## src/rtl/slr_pkg.sv

```systemverilog
package slr_pkg;

  // Per-cycle commands from the control unit to the datapath
  typedef struct packed {
    logic shiftIn;     // sample sdi into the shift register
    logic clearShift;  // a new enable window opened
    logic fallTick;    // serial clock fell inside the window
    logic commitCfg;   // window closed with a configuration length
    logic commitRef;   // window closed with a reference length
    logic commitDiv;   // window closed with a divider length
  } slrStrobes_t;

endpackage

```

## src/rtl/slr_ctrl.sv

```systemverilog
module slr_ctrl
  import slr_pkg::*;
#(
  parameter int SyncStages = 2,
  parameter int CfgWidth   = 8,
  parameter int RefWidth   = 16,
  parameter int DivWidth   = 24,
  parameter int CntBits    = 4
) (
  input  logic        clk,
  input  logic        rstN,
  input  logic        sclk,
  input  logic        sdi,
  input  logic        csN,
  output slrStrobes_t strobes,
  output logic        sdiSync
);

  localparam logic [CntBits-1:0] CfgBytes = CntBits'(CfgWidth / 8);
  localparam logic [CntBits-1:0] RefBytes = CntBits'(RefWidth / 8);
  localparam logic [CntBits-1:0] DivBytes = CntBits'(DivWidth / 8);
  localparam logic [CntBits-1:0] ByteMax  = {CntBits{1'b1}};

  logic [SyncStages-1:0] sclkPipe, sdiPipe, csPipe;
  logic sclkPrev, csPrev;
  logic sclkNow, csNow, csRise, windowOpen;
  logic [2:0] bitPhase;
  logic [CntBits-1:0] byteCnt;
  logic wholeBytes;

  always_ff @(posedge clk or negedge rstN) begin
    if (!rstN) begin
      sclkPipe <= '0;
      sdiPipe  <= '0;
      csPipe   <= '1;
      sclkPrev <= 1'b0;
      csPrev   <= 1'b1;
    end else begin
      sclkPipe <= {sclkPipe[SyncStages-2:0], sclk};
      sdiPipe  <= {sdiPipe[SyncStages-2:0], sdi};
      csPipe   <= {csPipe[SyncStages-2:0], csN};
      sclkPrev <= sclkNow;
      csPrev   <= csNow;
    end
  end

  assign sclkNow    = sclkPipe[SyncStages-1];
  assign csNow      = csPipe[SyncStages-1];
  assign sdiSync    = sdiPipe[SyncStages-1];
  assign windowOpen = !csNow;
  assign csRise     = !csPrev && csNow;
  assign wholeBytes = (bitPhase == 3'd0);

  always_comb begin
    strobes            = '0;
    strobes.shiftIn    = sclkNow && !sclkPrev && windowOpen;
    strobes.fallTick   = !sclkNow && sclkPrev && windowOpen;
    strobes.clearShift = csPrev && !csNow;
    strobes.commitCfg  = csRise && wholeBytes && (byteCnt == CfgBytes);
    strobes.commitRef  = csRise && wholeBytes && (byteCnt == RefBytes);
    strobes.commitDiv  = csRise && wholeBytes && (byteCnt >= DivBytes);
  end

  always_ff @(posedge clk or negedge rstN) begin
    if (!rstN) begin
      bitPhase <= '0;
      byteCnt  <= '0;
    end else if (strobes.clearShift) begin
      bitPhase <= '0;
      byteCnt  <= '0;
    end else if (strobes.shiftIn) begin
      bitPhase <= bitPhase + 3'd1;
      if (bitPhase == 3'd7 && byteCnt != ByteMax)
        byteCnt <= byteCnt + 1'b1;
    end
  end


  one_target_chk: assert property (@(posedge clk) disable iff (!rstN)
    $onehot0({strobes.commitCfg, strobes.commitRef, strobes.commitDiv}));


  idle_no_count_chk: assert property (@(posedge clk) disable iff (!rstN)
    ($past(csNow) && csNow) |-> (byteCnt == $past(byteCnt) && bitPhase == $past(bitPhase)));

endmodule

```

## src/rtl/slr_stage.sv

```systemverilog
module slr_stage #(
  parameter int Width = 16
) (
  input  logic             clk,
  input  logic             rstN,
  input  logic             commit,
  input  logic [Width-1:0] din,
  input  logic             reload,
  output logic [Width-1:0] liveOut,
  output logic             loadPulse
);

  logic [Width-1:0] staged;
  logic             pending;

  always_ff @(posedge clk or negedge rstN) begin
    if (!rstN) begin
      staged    <= '0;
      pending   <= 1'b0;
      liveOut   <= '0;
      loadPulse <= 1'b0;
    end else begin
      loadPulse <= 1'b0;
      if (reload && pending) begin
        liveOut   <= staged;
        loadPulse <= 1'b1;
        pending   <= 1'b0;
      end
      if (commit) begin
        staged  <= din;
        pending <= 1'b1;
      end
    end
  end


  load_on_reload_chk: assert property (@(posedge clk) disable iff (!rstN)
    loadPulse |-> $past(reload));


  out_moves_with_load_chk: assert property (@(posedge clk) disable iff (!rstN)
    (liveOut != $past(liveOut)) |-> loadPulse);

endmodule

```

## src/rtl/slr_datapath.sv

```systemverilog
module slr_datapath
  import slr_pkg::*;
#(
  parameter int CfgWidth = 8,
  parameter int RefWidth = 16,
  parameter int DivWidth = 24
) (
  input  logic                clk,
  input  logic                rstN,
  input  slrStrobes_t         strobes,
  input  logic                sdiSync,
  input  logic                refReload,
  input  logic                divReload,
  output logic [CfgWidth-1:0] cfgOut,
  output logic [RefWidth-1:0] refOut,
  output logic                refLoad,
  output logic [DivWidth-1:0] divOut,
  output logic                divLoad,
  output logic                gpOut
);

  localparam int ChainSelBit = 0;
  localparam int LevelBit    = 1;

  logic [DivWidth-1:0] shiftReg;
  logic [CfgWidth-1:0] cfgReg;
  logic                chainBit;

  always_ff @(posedge clk or negedge rstN) begin
    if (!rstN) begin
      shiftReg <= '0;
      chainBit <= 1'b0;
      cfgReg   <= '0;
    end else begin
      if (strobes.clearShift)
        shiftReg <= '0;
      else if (strobes.shiftIn)
        shiftReg <= {shiftReg[DivWidth-2:0], sdiSync};
      if (strobes.fallTick)
        chainBit <= shiftReg[DivWidth-1];
      if (strobes.commitCfg)
        cfgReg <= shiftReg[CfgWidth-1:0];
    end
  end

  slr_stage #(.Width(RefWidth)) refStage (
    .clk(clk), .rstN(rstN), .commit(strobes.commitRef),
    .din(shiftReg[RefWidth-1:0]), .reload(refReload),
    .liveOut(refOut), .loadPulse(refLoad)
  );

  slr_stage #(.Width(DivWidth)) divStage (
    .clk(clk), .rstN(rstN), .commit(strobes.commitDiv),
    .din(shiftReg), .reload(divReload),
    .liveOut(divOut), .loadPulse(divLoad)
  );

  assign cfgOut = cfgReg;
  assign gpOut  = cfgReg[ChainSelBit] ? chainBit : cfgReg[LevelBit];


  cfg_needs_commit_chk: assert property (@(posedge clk) disable iff (!rstN)
    (cfgReg != $past(cfgReg)) |-> $past(strobes.commitCfg));

endmodule

```

## src/rtl/serial_reg_loader.sv

```systemverilog
module serial_reg_loader
  import slr_pkg::*;
#(
  parameter int SyncStages = 2,
  parameter int CfgWidth   = 8,
  parameter int RefWidth   = 16,
  parameter int DivWidth   = 24,
  parameter int CntBits    = 4
) (
  input  logic                clk,
  input  logic                rstN,
  input  logic                sclk,
  input  logic                sdi,
  input  logic                csN,
  input  logic                refReload,
  input  logic                divReload,
  output logic [CfgWidth-1:0] cfgOut,
  output logic [RefWidth-1:0] refOut,
  output logic                refLoad,
  output logic [DivWidth-1:0] divOut,
  output logic                divLoad,
  output logic                gpOut
);

  slrStrobes_t strobes;
  logic        sdiSync;

  slr_ctrl #(
    .SyncStages(SyncStages), .CfgWidth(CfgWidth), .RefWidth(RefWidth),
    .DivWidth(DivWidth), .CntBits(CntBits)
  ) ctrl (
    .clk(clk), .rstN(rstN), .sclk(sclk), .sdi(sdi), .csN(csN),
    .strobes(strobes), .sdiSync(sdiSync)
  );

  slr_datapath #(
    .CfgWidth(CfgWidth), .RefWidth(RefWidth), .DivWidth(DivWidth)
  ) dpath (
    .clk(clk), .rstN(rstN), .strobes(strobes), .sdiSync(sdiSync),
    .refReload(refReload), .divReload(divReload),
    .cfgOut(cfgOut), .refOut(refOut), .refLoad(refLoad),
    .divOut(divOut), .divLoad(divLoad), .gpOut(gpOut)
  );

endmodule

```

## config.mk

```make
export PLATFORM = sky130hd
export DESIGN_NAME = serial_reg_loader
export DESIGN_NICKNAME = d
export VERILOG_FILES = /design/src/rtl/slr_pkg.sv /design/src/rtl/slr_ctrl.sv /design/src/rtl/slr_stage.sv /design/src/rtl/slr_datapath.sv /design/src/rtl/serial_reg_loader.sv
export SDC_FILE = /design/constraint.sdc
export NUM_CORES = 1
export LEC_CHECK = 0
export BUFFER_PORTS_ARGS = -buffer_cell sky130_fd_sc_hd__buf_2
export CAP_MARGIN = 20
export CORE_UTILIZATION = 50
export DETAILED_ROUTE_END_ITERATION = 16
export HOLD_SLACK_MARGIN = 0.15
export PLACE_DENSITY = 0.67
export SLEW_MARGIN = 20
export SYNTH_ARGS = -nofsm -noshare
export SYNTH_HDL_FRONTEND = slang
export SYNTH_HIERARCHICAL = 1
export SYNTH_SLANG_ARGS = --single-unit
```

## constraint.sdc

```tcl
create_clock -name clk -period 2.2 [get_ports clk]
set_input_delay 0.22 -clock clk [delete_from_list [all_inputs] [get_ports clk]]
set_output_delay 0.22 -clock clk [all_outputs]
set_load 0.01 [all_outputs]
```

# Yosys cells after proc, flatten, opt, wreduce, memory -nomap -nowiden
# Index checks and enable logic that the tools add are counted.
[word_totals] regBits=132 in_bits=7 wordCells=62 output_inout_bits=51
[op_classes] mux=14 eq_ne=4 n_reduce_logical=23 add_sub_neg=2 n_lt_le_gt_ge=1
[ops] op="2-to-1 mux 24 bit" n=2
[ops] op="logical AND 1 bit" n=13
[ops] op="2-to-1 mux 4 bit" n=3
[ops] op="nonzero test 2 bit" n=4
[ops] op="2-to-1 mux 1 bit" n=7
[ops] op="2-to-1 mux 3 bit" n=2
[ops] op="adder 4 x 1 -> 4 bit (second input constant)" n=1
[ops] op="== test 4 x 1 -> 1 bit (second input constant)" n=1
[ops] op="== test 4 x 2 -> 1 bit (second input constant)" n=1
[ops] op=">= comparator 4 x 2 -> 1 bit (second input constant)" n=1
[ops] op="zero test 1 bit" n=4
[ops] op="inequality test 4 bit (second input constant)" n=1
[ops] op="adder 3 x 1 -> 3 bit (second input constant)" n=1
[ops] op="== test 3 bit (second input constant)" n=1
[ops] op="zero test 3 bit" n=1
[ops] op="AND reduction 2 bit" n=1

# Longest topological paths before layout
[logic_depth] ltp_word=5 mapped_depth=8 mapped_depth_nobuf=6

# Modules after synthesis
# The synthesis kept the hierarchy.
[modules_own_cells] module="slr_stage at dpath.divStage" seq_area_each_um2=1251.2 cells_each=107 n_inst=1 area_per_inst_um2=1934.4
[modules_own_cells] module="slr_datapath" seq_area_each_um2=825.8 cells_each=97 n_inst=1 area_per_inst_um2=1332.5
[modules_own_cells] module="slr_stage at dpath.refStage" seq_area_each_um2=850.8 cells_each=73 n_inst=1 area_per_inst_um2=1302.5
[modules_own_cells] module="slr_ctrl" seq_area_each_um2=379.1 cells_each=60 n_inst=1 area_per_inst_um2=719.4

# Worst setup path after synthesis
# OpenSTA, ideal clock, no wires.
[synth_path] kind="flip-flop to flip-flop" startpoint="register ctrl.bitPhase[0]" endpoint="register dpath.refStage.staged[10]" arrival_ns=1.648 t_required_ns=2.075 synth_period_minus_slack_ns=1.773 slack_ns=0.427 path_stages_with_launch=9 setup_ns=0.125 path_cell_list="dfrtp_1 > inv_1 > ha_1 > nand4bb_1 > nor3_1 > and2_1 > buf_2 > buf_6 > mux2_2"
[synth_rtl] element="from (decl)" line="slr_ctrl.sv:27" text="logic [2:0] bitPhase;"
[synth_rtl] element="from (signal assigned)" line="slr_ctrl.sv:72" text="bitPhase <= bitPhase + 3'd1;"
[synth_rtl] element="to (signal assigned)" line="slr_stage.sv:30" text="staged <= din;"
[synth_rtl] element="to (decl)" line="slr_stage.sv:13" text="logic [Width-1:0] staged;"

==> results_dict.tcl <==
set metrics [dict create \
    finalCritPeriodShare 0.8836 \
    critPathKind "reg -> reg" \
    cts_tree "yes" \
    grt_pass1_wl_microns 15330 \
    dpl.hpwl_microns 5761 \
    postSynthAreaPerCell_sq_um 15.69 \
    drt_iter0_markers 96 \
    synth_top_area_share 0.6104 \
    fin_crit_ns 1.944 \
    yosys_warnings 6 \
    n_antenna_cell 0 \
    numCtsBuffers 17 \
    design.core.area_sq_um 10280 \
    grt_use_total 0.1831 \
    tightest_slew_ns 0.4243 \
    timing.fmax_mhz 514.5 \
    synth_common_cells "dfrtp_1 (129), mux2_2 (62), mux2_4 (28), nor2_1 (26), mux2i_1 (25)" \
    timing.rr.end "dpath/refStage/staged[13]$_DFFE_PN0P_" \
    reg2reg_from "ctrl/bitPhase[0]$_DFFE_PN0P_" \
    vias 2869 \
    antenna_found_initial 0 \
    finalSetupViolCount 0 \
    start_util 0.5146 \
    rsz0062_at_grt "no" \
    synth_area_leaders "dfrtp_1 (61%), mux2_2 (13%), mux2_4 (7.9%)" \
    ios 58 \
    grt_pass1_vias 2925 \
    yosysMostFrequentCell "dfrtp_1" \
    path_clk_slew_ns 0.06 \
    syn_nets 350 \
    ys_ff_latch 132 \
    die_h_microns 104.8 \
    via_per_inst 5.096 \
    fin_area_sq_um 6416 \
    drtPass1Iterations 4 \
    ant_nets 0 \
    crit_family "simple AND/OR/NAND/NOR gates" \
    vdd_ir_drop_max_mv 0.4059 \
    cap_violations 0 \
    clock_latency_ns 0.51 \
    root_buffer "clkbuf_8" \
    final_util 0.6243 \
    ctsHoldBuffers 6 \
    crit_buf_inv 2 \
    grt-ovfl-total 0 \
    yosys.area.top_type "dfrtp_1" \
    p_per_area_nw_per_um2 877.8 \
    end_kind "flip-flop" \
    hp-class "in -> async" \
    synthCells 337 \
    area_delta_synth_final_pct 21.32 \
    clk_path_buf_depth 2 \
    die_w_microns 104.8 \
    status "finished clean" \
    slowest_delay_ns 0.38 \
    path_cells "inv_1 > ha_1 > nand4bb_1 > nor3_1 > and2_1 > buf_4 > mux2_2" \
    synth-async-reset-ratio 1.000 \
    cp_slowest_cell "dfrtp_1" \
    arrival_ns 2.33 \
    die_area_sq_um 10990 \
    yosysSeqAreaShare 0.6253 \
    worst_slack_ns 0.2562 \
    required_ns 2.58 \
    synthFlopType "dfrtp_1" \
    leakagePower_nw 3.476 \
    grt_max_degree 47 \
    r2r_cells 7 \
    cp_max_fo 17 \
    syn_area_sq_um 5289 \
    postCtsSetupRepairBufs 0 \
    rrSetupSlack_ns 0.26 \
    cp-start-kind "flip-flop" \
    io_buffers 57 \
    yosysUniqueCellTypes 36 \
    drive_gt1_frac 0.4660 \
    finalPower_mw 5.632 \
    rows 37 \
    synth_edf_count 0 \
    clkSinkCount 132 \
    fin_tns_setup_ns 0 \
    slew_violations 0 \
    finalHoldViolations 0 \
    ctsResizeCount 0 \
    skew_ns 0.01085 \
    place_congestion 0.7987 \
    remaining_drc_errors 0 \
    final_nets 427 \
    htreeDepth 4 \
    dpl_worst_slack_ns 0.2481 \
    slew_headroom 0.7161 \
    wl_per_cell_microns 16.14 \
    drt-total-wl_microns 9087 \
    postPlaceCellArea_sq_um 5709 \
]
==> state kept, by name, summed over array words and instances, names as in the netlist <==
| name | cells |
|---|---|
| dpath/divStage/liveOut | 24 |
| dpath/divStage/staged | 24 |
| dpath/shiftReg | 24 |
| dpath/refStage/liveOut | 16 |
| dpath/refStage/staged | 16 |
| dpath/cfgOut | 8 |
| ctrl/byteCnt | 4 |
| ctrl/bitPhase | 3 |
| ctrl/csPipe | 2 |
| ctrl/sclkPipe | 2 |
| ctrl/sdiPipe | 2 |
| ctrl/csPrev | 1 |
| ctrl/sclkPrev | 1 |
| dpath/chainBit | 1 |
| dpath/divStage/loadPulse | 1 |
| dpath/divStage/pending | 1 |
| dpath/refStage/loadPulse | 1 |
| dpath/refStage/pending | 1 |
==> per-layer routing <==
metal	track usage	up-vias	routed length (microns)
li1	-	1322	-
met1	0.2441	1492	4112
met2	0.2838	46	4577
met3	0.05552	9	272
met4	0.06841	0	125
met5	0	-	0
==> through the flow <==
step	cells	hold slack, ns
after global placement	525	0.1671
final	563	0.2024
after global routing	563	0.2480
after CTS	563	0.2089
after detailed placement	525	0.1696
after floorplan	337	-0.07559
==> final cells by class <==
| type | count | area, sq um |
|---|---|---|
| Clock buffer | 21 | 449.2 |
| Clock inverter | 11 | 197.7 |
| Multi-Input combinational cell | 180 | 1790 |
| Inverter | 10 | 37.54 |
| Tap cell | 136 | 170.2 |
| Sequential cell | 132 | 3307 |
| Fill cell | 807 | 3861 |
| Timing Repair Buffer | 73 | 464.2 |
==> logic make-up after synthesis <==
group | count (synthesis) | synth area share
multiplexers | 115 | 0.2588
AND/OR/NAND/NOR | 50 | 0.05063
adder cells (fa/ha/maj) | 6 | 0.01419
buffers and inverters | 25 | 0.03667
XOR/XNOR | 1 | 0.003076
flip-flops | 132 | 0.6253
AO/OA/AOI/OAI | 8 | 0.01135
==> report_power, final <==
part           internal (mW)  switching (mW)
Sequential              2.45          0.0121
Clock                   2.02            1.02
Combinational         0.0452          0.0845
==> worst max path at each step <==
stage	startpoint	end	slack, ns	depth (start not counted)
after floorplan	ctrl/bitPhase[0]$_DFFE_PN0P_	dpath/refStage/staged[10]$_DFFE_PN0P_	0.43	8
after global placement	ctrl/bitPhase[0]$_DFFE_PN0P_	dpath/refStage/staged[11]$_DFFE_PN0P_	0.36	7
after detailed placement	ctrl/bitPhase[0]$_DFFE_PN0P_	dpath/refStage/staged[6]$_DFFE_PN0P_	0.25	7
after CTS	ctrl/bitPhase[0]$_DFFE_PN0P_	dpath/refStage/staged[13]$_DFFE_PN0P_	0.24	7
after global routing	ctrl/bitPhase[0]$_DFFE_PN0P_	dpath/refStage/staged[7]$_DFFE_PN0P_	0.13	7
final	ctrl/bitPhase[0]$_DFFE_PN0P_	dpath/refStage/staged[13]$_DFFE_PN0P_	0.26	7
==> layout by cell type, fill, tap and decap left out, drive strengths merged <==
cell type	netlist	routed
nand4bb	1	1
and4bb	1	1
nor2	26	26
a21o	2	2
dfstp	3	3
dfrtp	129	129
or3b	1	1
inv	10	12
nor3b	1	1
o21ai	2	2
clkinvlp	0	1
or2b	1	1
a21oi	2	2
and3	2	2
xnor2	1	1
nor3	3	3
a311oi	1	1
mux2i	25	25
nand2	5	5
nand3	3	3
nor2b	1	1
nand2b	2	2
a211oi	1	1
buf	13	67
mux2	90	90
ha	6	6
dlygate4sd3	0	6
and2	2	2
bufinv	0	5
and4b	1	1
clkinv	0	3
clkbuf	2	21
Power figures use the tool's default switching activity.
